--- config.mk ---
export PLATFORM = sky130hd
export DESIGN_NAME = issue_stall_calc
export DESIGN_NICKNAME = d
export VERILOG_FILES = /design/src/rtl/isc_pkg.sv /design/src/rtl/isc_slot_cost.sv /design/src/rtl/isc_hazard.sv /design/src/rtl/isc_prefix_sum.sv /design/src/rtl/issue_stall_calc.sv
export SDC_FILE = /design/constraint.sdc
export NUM_CORES = 1
export LEC_CHECK = 0
export CORE_MARGIN = 4
export CORE_UTILIZATION = 27
export CTS_BUF_LIST = sky130_fd_sc_hd__clkbuf_4
export DETAILED_ROUTE_END_ITERATION = 10
export PLACE_DENSITY = 0.68
export SYNTH_ARGS = -nofsm -noshare
export SYNTH_HDL_FRONTEND = slang
export SYNTH_SLANG_ARGS = --single-unit
export TNS_END_PERCENT = 5
--- constraint.sdc ---
create_clock -name clk -period 0.8 [get_ports clk]
set_input_delay 0.16 -clock clk [delete_from_list [all_inputs] [get_ports clk]]
set_output_delay 0.16 -clock clk [all_outputs]
set_load 0.02 [all_outputs]
--- src/rtl/isc_pkg.sv ---
package isc_pkg;

  typedef enum logic [1:0] {
    CLS_PLAIN  = 2'd0,
    CLS_LDALU2 = 2'd1,
    CLS_LDALU3 = 2'd2,
    CLS_RMW    = 2'd3
  } op_cls_e;

  localparam int unsigned NUM_SLOTS   = 2;
  localparam int unsigned SEQ_PENALTY = 2;

  function automatic logic [1:0] cls_latency(input op_cls_e c);
    logic [1:0] lat;
    case (c)
      CLS_PLAIN:  lat = 2'd1;
      CLS_LDALU2: lat = 2'd2;
      default:    lat = 2'd3;
    endcase
    return lat;
  endfunction

endpackage

--- src/rtl/isc_slot_cost.sv ---
module isc_slot_cost
  import isc_pkg::*;
#(
  parameter int unsigned CNT_W = 5
) (
  input  logic             slot_valid,
  input  logic [1:0]       slot_cls,
  output logic [CNT_W-1:0] slot_cycles,
  output logic             slot_rmw
);

  op_cls_e cls_e;

  always_comb begin
    cls_e       = op_cls_e'(slot_cls);
    slot_cycles = '0;
    slot_rmw    = 1'b0;
    if (slot_valid) begin
      slot_cycles = CNT_W'(cls_latency(cls_e));
      slot_rmw    = (cls_e == CLS_RMW);
    end
  end

endmodule

--- src/rtl/isc_hazard.sv ---
module isc_hazard #(
  parameter int unsigned NREG   = 8,
  parameter int unsigned SP_IDX = 4,
  parameter int unsigned BANK_W = 3
) (
  input  logic [NREG-1:0]   prev_wr,
  input  logic [NREG-1:0]   a_areg,
  input  logic              a_stk,
  input  logic              a_mem,
  input  logic [BANK_W-1:0] a_bank,
  input  logic              a_rmw,
  input  logic              b_valid,
  input  logic [NREG-1:0]   b_areg,
  input  logic              b_stk,
  input  logic              b_mem,
  input  logic [BANK_W-1:0] b_bank,
  input  logic              b_rmw,
  output logic              agi,
  output logic              bank,
  output logic              seq
);

  localparam logic [NREG-1:0] SP_BIT = NREG'(1) << SP_IDX;

  logic [NREG-1:0] use_a;
  logic [NREG-1:0] use_b;
  logic            pair_ok;

  always_comb begin
    pair_ok = b_valid;
    use_a   = a_areg | (a_stk ? SP_BIT : '0);
    use_b   = pair_ok ? (b_areg | (b_stk ? SP_BIT : '0)) : '0;
    // single interlock cycle regardless of overlap count
    agi     = |(prev_wr & (use_a | use_b));
    bank    = pair_ok && a_mem && b_mem && (a_bank == b_bank);
    seq     = pair_ok && a_rmw && b_rmw;
  end

endmodule

--- src/rtl/isc_prefix_sum.sv ---
module isc_prefix_sum #(
  parameter int unsigned PREF_W = 2,
  parameter int unsigned CNT_W  = 5
) (
  input  logic [PREF_W-1:0] a_pfx,
  input  logic              b_valid,
  input  logic [PREF_W-1:0] b_pfx,
  output logic [CNT_W-1:0]  pfx_sum,
  output logic              pfx_any
);

  logic [PREF_W-1:0] b_eff;

  always_comb begin
    b_eff   = b_valid ? b_pfx : '0;
    pfx_sum = CNT_W'(a_pfx) + CNT_W'(b_eff);
    pfx_any = (pfx_sum != '0);
  end

endmodule

--- src/rtl/issue_stall_calc.sv ---
module issue_stall_calc
  import isc_pkg::*;
#(
  parameter int unsigned NREG   = 8,
  parameter int unsigned SP_IDX = 4,
  parameter int unsigned BANK_W = 3,
  parameter int unsigned PREF_W = 2,
  parameter int unsigned CNT_W  = 5
) (
  input  logic              clk,
  input  logic              rst_n,
  input  logic              grp_valid,
  input  logic [NREG-1:0]   prev_wr,
  input  logic [1:0]        a_cls,
  input  logic              a_mem,
  input  logic [BANK_W-1:0] a_bank,
  input  logic [NREG-1:0]   a_areg,
  input  logic              a_stk,
  input  logic [PREF_W-1:0] a_pfx,
  input  logic              b_valid,
  input  logic [1:0]        b_cls,
  input  logic              b_mem,
  input  logic [BANK_W-1:0] b_bank,
  input  logic [NREG-1:0]   b_areg,
  input  logic              b_stk,
  input  logic [PREF_W-1:0] b_pfx,
  output logic              res_valid,
  output logic [CNT_W-1:0]  res_cycles,
  output logic              res_agi,
  output logic              res_bank,
  output logic              res_pfx,
  output logic              res_seq
);

  localparam logic [CNT_W-1:0] SEQ_ADD = CNT_W'(SEQ_PENALTY);

  // reset release synchronizer
  logic [1:0] rst_pipe;
  logic       rst_sync_n;

  always_ff @(posedge clk or negedge rst_n) begin
    if (!rst_n) rst_pipe <= '0;
    else        rst_pipe <= {rst_pipe[0], 1'b1};
  end
  assign rst_sync_n = rst_pipe[1];

  // per-slot latency
  logic       sl_valid [NUM_SLOTS];
  logic [1:0] sl_cls   [NUM_SLOTS];
  logic [CNT_W-1:0] sl_cyc [NUM_SLOTS];
  logic       sl_rmw   [NUM_SLOTS];

  assign sl_valid[0] = 1'b1;
  assign sl_valid[1] = b_valid;
  assign sl_cls[0]   = a_cls;
  assign sl_cls[1]   = b_cls;

  for (genvar g = 0; g < NUM_SLOTS; g++) begin : g_slot
    isc_slot_cost #(.CNT_W(CNT_W)) u_cost (
      .slot_valid (sl_valid[g]),
      .slot_cls   (sl_cls[g]),
      .slot_cycles(sl_cyc[g]),
      .slot_rmw   (sl_rmw[g])
    );
  end

  logic hz_agi, hz_bank, hz_seq;

  isc_hazard #(.NREG(NREG), .SP_IDX(SP_IDX), .BANK_W(BANK_W)) u_hazard (
    .prev_wr(prev_wr),
    .a_areg (a_areg),
    .a_stk  (a_stk),
    .a_mem  (a_mem),
    .a_bank (a_bank),
    .a_rmw  (sl_rmw[0]),
    .b_valid(b_valid),
    .b_areg (b_areg),
    .b_stk  (b_stk),
    .b_mem  (b_mem),
    .b_bank (b_bank),
    .b_rmw  (sl_rmw[1]),
    .agi    (hz_agi),
    .bank   (hz_bank),
    .seq    (hz_seq)
  );

  logic [CNT_W-1:0] pfx_sum;
  logic             pfx_any;

  isc_prefix_sum #(.PREF_W(PREF_W), .CNT_W(CNT_W)) u_pfx (
    .a_pfx  (a_pfx),
    .b_valid(b_valid),
    .b_pfx  (b_pfx),
    .pfx_sum(pfx_sum),
    .pfx_any(pfx_any)
  );

  // next-state
  logic [CNT_W-1:0] base_cyc;
  logic [CNT_W-1:0] nxt_cycles;

  always_comb begin
    base_cyc   = (sl_cyc[1] > sl_cyc[0]) ? sl_cyc[1] : sl_cyc[0];
    nxt_cycles = base_cyc
               + CNT_W'(hz_agi)
               + CNT_W'(hz_bank)
               + pfx_sum
               + (hz_seq ? SEQ_ADD : '0);
  end

  // registers
  always_ff @(posedge clk or negedge rst_sync_n) begin
    if (!rst_sync_n) begin
      res_valid  <= 1'b0;
      res_cycles <= '0;
      res_agi    <= 1'b0;
      res_bank   <= 1'b0;
      res_pfx    <= 1'b0;
      res_seq    <= 1'b0;
    end else begin
      res_valid <= grp_valid;
      if (grp_valid) begin
        res_cycles <= nxt_cycles;
        res_agi    <= hz_agi;
        res_bank   <= hz_bank;
        res_pfx    <= pfx_any;
        res_seq    <= hz_seq;
      end
    end
  end


  strobe_follow_chk: assert property (@(posedge clk) disable iff (!rst_sync_n)
    grp_valid |=> res_valid);


  idle_quiet_chk: assert property (@(posedge clk) disable iff (!rst_sync_n)
    !grp_valid |=> (!res_valid && $stable(res_cycles)));


  floor_cost_chk: assert property (@(posedge clk) disable iff (!rst_sync_n)
    res_valid |-> (res_cycles >= CNT_W'(1)));


  agi_cost_chk: assert property (@(posedge clk) disable iff (!rst_sync_n)
    (res_valid && res_agi) |-> (res_cycles >= CNT_W'(2)));


  bank_cost_chk: assert property (@(posedge clk) disable iff (!rst_sync_n)
    (res_valid && res_bank) |-> (res_cycles >= CNT_W'(2)));


  pfx_cost_chk: assert property (@(posedge clk) disable iff (!rst_sync_n)
    (res_valid && res_pfx) |-> (res_cycles >= CNT_W'(2)));


  seq_cost_chk: assert property (@(posedge clk) disable iff (!rst_sync_n)
    (res_valid && res_seq) |-> (res_cycles >= CNT_W'(5)));

endmodule

# Word level (Yosys, flattened, before mapping)
# Cells that the tools add are included.
[classes]
add_sub_neg = 5
n_lt_le_gt_ge = 1
n_eq_ne = 5
mux = 10
bitwise = 4
n_reduce_logical = 9
[op_table]
columns = ["operator", "n"]
rows = [
  ["$or A8 B8 Y8", 3],
  ["$mux W5", 3],
  ["$add A5 B1 Y5", 2],
  ["$and A8 B8 Y8", 1],
  ["$mux W8", 1],
  ["$pmux W2 S2", 2],
  ["$reduce_or A8 Y1", 1],
  ["$mux W2", 3],
  ["$add A5 B2 Y5", 1],
  ["$add A5 B5 Y5", 1],
  ["$gt A5 B2 Y1", 1],
  ["$logic_and A1 B1 Y1", 5],
  ["$reduce_bool A5 Y1", 1],
  ["$eq A2 B1 Y1 const B", 2],
  ["$eq A2 B2 Y1 const B", 2],
  ["$logic_not A2 Y1", 2],
  ["$add A2 B2 Y3", 1],
  ["$eq A3 B3 Y1", 1],
  ["$mux W1", 1],
]
[totals]
ff_bits = 12
wordCells = 41

# Logic depth before layout (Yosys ltp)
[depth]
ltp_word = 10
ltp_mapped = 14

# Hierarchy
# From an unflattened synthesis, not the netlist that was laid out.
[unflattened]
cells_unflattened = 121
area_unflattened_um2 = 1204.9
[modules_own_cells]
columns = ["module", "instances", "cells_each", "area_each_um2", "seq_area_each_um2"]
rows = [
  ["issue_stall_calc", 1, 75, 868.3, 300.3],
  ["isc_hazard", 1, 22, 161.4, 0.0],
  ["isc_slot_cost", 2, 8, 52.6, 0.0],
  ["isc_prefix_sum", 1, 8, 70.1, 0.0],
]

# Worst setup path after synthesis
# No wires, ideal clock.
[synth_timing]
path_type = "input port to flip-flop"
startpoint = "input port b_valid"
endpoint = "register res_cycles[2]"
arrival_ns = 2.510
slack_ns = -1.834
path_stages = 14
path_buffers = 1
cell_sequence = "buf_2 > o21ai_0 > ha_1 > inv_1 > o22ai_1 > nor2_1 > a21oi_1 > fa_1 > inv_1 > ha_1 > inv_1 > fa_1 > xnor2_1 > mux2_2"
[synth_via]
elab_chain_cells = 8
elab_cells_between_ends = 20
cone_classes = "add/sub: 5; order compare: 1; mux: 6; bitwise: 2; reduce/logical: 6"
[synth_rtl]
columns = ["item", "line", "rtl"]
rows = [
  ["start: declaration", "issue_stall_calc.sv:20", "input logic b_valid,"],
  ["branches (longest 7 deep; another with $gt A5 B2 Y1)", "n/a", ""],
  ["$add A5 B2 Y5 (*)", "issue_stall_calc.sv:108", "+ (hz_seq ? SEQ_ADD : '0);"],
  ["end signal: assignment", "issue_stall_calc.sv:123", "res_cycles <= nxt_cycles;"],
  ["end: declaration", "issue_stall_calc.sv:28", "output logic [CNT_W-1:0] res_cycles,"],
]
# Every way passes the cells marked *.
# A chain may end at the register's enable or synchronous reset.

# Final worst setup path
# Ends and elaborated chain as after synthesis.

==> flow_summary.ini <==
[yosys]
synth.distinct_cells = 27
syn_inst = 87
ys_ff_latch = 11
syn-cell-area_um2 = 838
synth_warnings = 0
seq_area_frac_synth_pct = 32.8
syn_nets = 144
avgSynthCellArea_um2 = 9.64

[route]
vias = 870
drtAntennaViolNets = 0
dr.first_iter.drc_count = 7
wl_mm = 2.56
routed_via_density = 4.68
post-route-drc-count = 0
post_drt_wl_per_cell_um = 13.8
drt-pass1-iter-count = 4

[floorplanning]
core.rowCount = 19
dieArea_um2 = 4060
io_pins = 56
die_x_um = 63.7
die-height_um = 63.7
initial_core_util_pct = 29.4
coreArea_um2 = 2850

[power_and_ir_drop]
pwr-share-clk_pct = 19.4
p_comb_share_pct = 46.8
seqPwrFrac_pct = 33.8
powerDensity_nw_per_um2 = 1340
p_leak_nw = 0.781
p_sw_uw = 682
vdd_drop_max_mv = 0.930
p_sw_share_pct = 32.8
p_int_mw = 1.40

[layout]
drive_gt1_share_pct = 35.5
antenna_cells = 0
areaGrowthSynthToFinish_pct = 85.1
final_util_pct = 54.4
layout_commonest_cell = clkdlybuf4s50_1
layoutNonFillerInstCount = 186
fin_area_um2 = 1550
final_cell_mix = clkdlybuf4s50_1 (19), inv_1 (13), buf_2 (13), dlygate4sd2_1 (13)
fill_cells = 262
layout.nets = 213

[worst_setup_path]
worstRegToRegCells = 2
cp-end-kind = flip-flop
path_class = in2reg
cp_data_required_time_ns = 0.95
r2r_start = res_agi
path_cells = buf_8 > buf_6 > a21o_1 > a222oi_1 > nand3_2 > a21oi_2 > fa_1 > inv_1 > ha_2 > inv_2 > fa_2 > xnor2_1 > mux2_4
start_kind = input pin
reg2reg_setup_slack_ns = -0.01
regToRegEndpoint = res_agi
slowest_stage = fa_1
crit_fanout = 5
critical_path.max_stage_delay_ns = 0.42
critPathArrivalTime_ns = 2.60

[timing]
setup_viol = 16
hold_viol = 0
slew_violations = 0
finalSetupTns_ns = -8.57
fin_worst_skew_ns = 0.00368
fin_crit_ns = 2.45
hold_ws_ns = 0.0481
finalCritPeriodShare_pct = 306
rsz0062_at_grt = yes
max_freq_mhz = 408
finalWorstSetupSlack_ns = -1.65

[placement]
place_congestion = 0.707
dp.cells = 179
dp_hpwl_mm = 2.06
place_area_um2 = 1500
io_buffer_count = 54

[run_status]
violations = setup timing
status = finished with violations

[job]
maxCapViolCount = 0

[global_routing]
grt_usage_pct = 12.5
grt_pass1_wl_mm = 3.99
antenna_found_initial = 0
grt_start_max_net_pins = 10
grt_pass1_vias = 999
globalRouteOverflowTotal = 0

[clocking]
numCtsBuffers = 3
clock_latency_ns = 0.27
cts.sinks = 11
h-tree-depth = 1
clk_pin_slew_ns = 0.07
cts_tree = done
cts-root-buf = clkbuf_4
cts_hold_buf = 0
clockBufferDepth = 2

[worst_hold_path]
worstHoldPathType = in2async
sequential cells by signal, summed over array words and instances (netlist names):
name,flops
res_cycles,4
rst_pipe,2
res_agi,1
res_bank,1
res_pfx,1
res_seq,1
res_valid,1
per-layer routing:
layer | vias to the layer above | share of wire, % | track usage (%)
li1 | 426 | - | -
met1 | 389 | 37 | 13.4
met2 | 51 | 51 | 21.8
met3 | 4 | 11 | 6.39
met4 | 0 | 1.2 | 3.23
met5 | - | 0 | 0
metrics by stage:
| step | power (mW) | setup WS [ns] |
|---|---|---|
| 5_1_grt | 2.23 | -1.74 |
| 3_3_place_gp | 1.73 | -2.29 |
| 6_report | 2.08 | -1.65 |
| 2_1_floorplan | 1.20 | -1.67 |
| 4_1_cts | 2.10 | -1.66 |
| 3_5_place_dp | 1.75 | -2.35 |
synth_stat cells:
cell	instances	share of area (%)
or4_4	1	1.3
o21ai_0	3	1.8
a222oi_1	1	1.2
nor2_1	5	2.2
o22a_1	1	1.0
and3_1	1	0.75
dfrtp_1	11	33
buf_2	2	1.2
a22oi_1	2	1.8
a21oi_1	4	2.4
xnor2_1	1	1.0
mux2i_1	3	3.6
o22ai_1	1	0.75
and2_1	1	0.75
fa_1	4	9.6
nand2_1	3	1.3
ha_1	7	10
nand2b_1	1	0.75
a21bo_2	1	1.2
a21o_1	8	7.2
nand3_1	3	1.8
buf_4	1	0.90
inv_1	14	6.3
xor2_1	3	3.1
o32a_1	1	1.2
conb_1	2	0.90
mux2_2	2	2.7
worst max-delay path by stage:
stage / startpoint / end / slack [ns]
3_5_place_dp: b_valid / res_cycles[2] / -2.35
5_1_grt: b_valid / res_cycles[2] / -1.74
6_report: b_valid / res_cycles[2] / -1.65
2_1_floorplan: b_valid / res_cycles[2] / -1.67
3_3_place_gp: b_valid / res_cycles[2] / -2.29
4_1_cts: b_valid / res_cycles[2] / -1.66
area by class of cell:
class                   instances  area [um2]  share of cell area [%]
repair buffers                 67         572                    36.9
flip-flops and latches         11         275                    17.7
well taps                      31        38.8                    2.50
clock buffers                   4        30.0                    1.94
multi-input cells              59         583                    37.6
inverters                      14        52.6                    3.39
what timing repair did:
item,CTS,global route
setup buffers,2,0
resized for setup,97,10
setup endpoints to repair,17,17
gates cloned,1,0
pin swaps,26,14
power by group through the flow:
| stage | clock network, mW | logic [mW] | registers, mW |
|---|---|---|---|
| after floorplan | 0 | 0.376 | 0.829 |
| after global placement | 0 | 1.00 | 0.721 |
| after detailed placement | 0 | 1.03 | 0.721 |
| after CTS | 0.422 | 0.972 | 0.708 |
| after global routing | 0.449 | 1.06 | 0.720 |
| final | 0.403 | 0.975 | 0.704 |
critical path, delay by kind of cell:
kind,cells,cell delay [ns]
compound gates,3,0.67
fa+ha+maj,3,0.93
buf+inv,4,0.32
mux,1,0.25
simple gates,1,0.14
xor+xnor,1,0.13
kinds of logic (layout without fill, tap and decap cells):
logic type	after synthesis	count (layout)	synth area share (%)
AOI/OAI and AO/OA	22	22	18.5
and+or+nand+nor	15	15	8.96
DFF	11	11	32.8
adders and majority gates	11	11	20.0
xor gates and xnor gates	4	4	4.18
other	2	2	0.896
muxes	5	5	6.27
buffers and inverters	17	85	8.36
No activity file was read; power rests on OpenSTA's default activity.
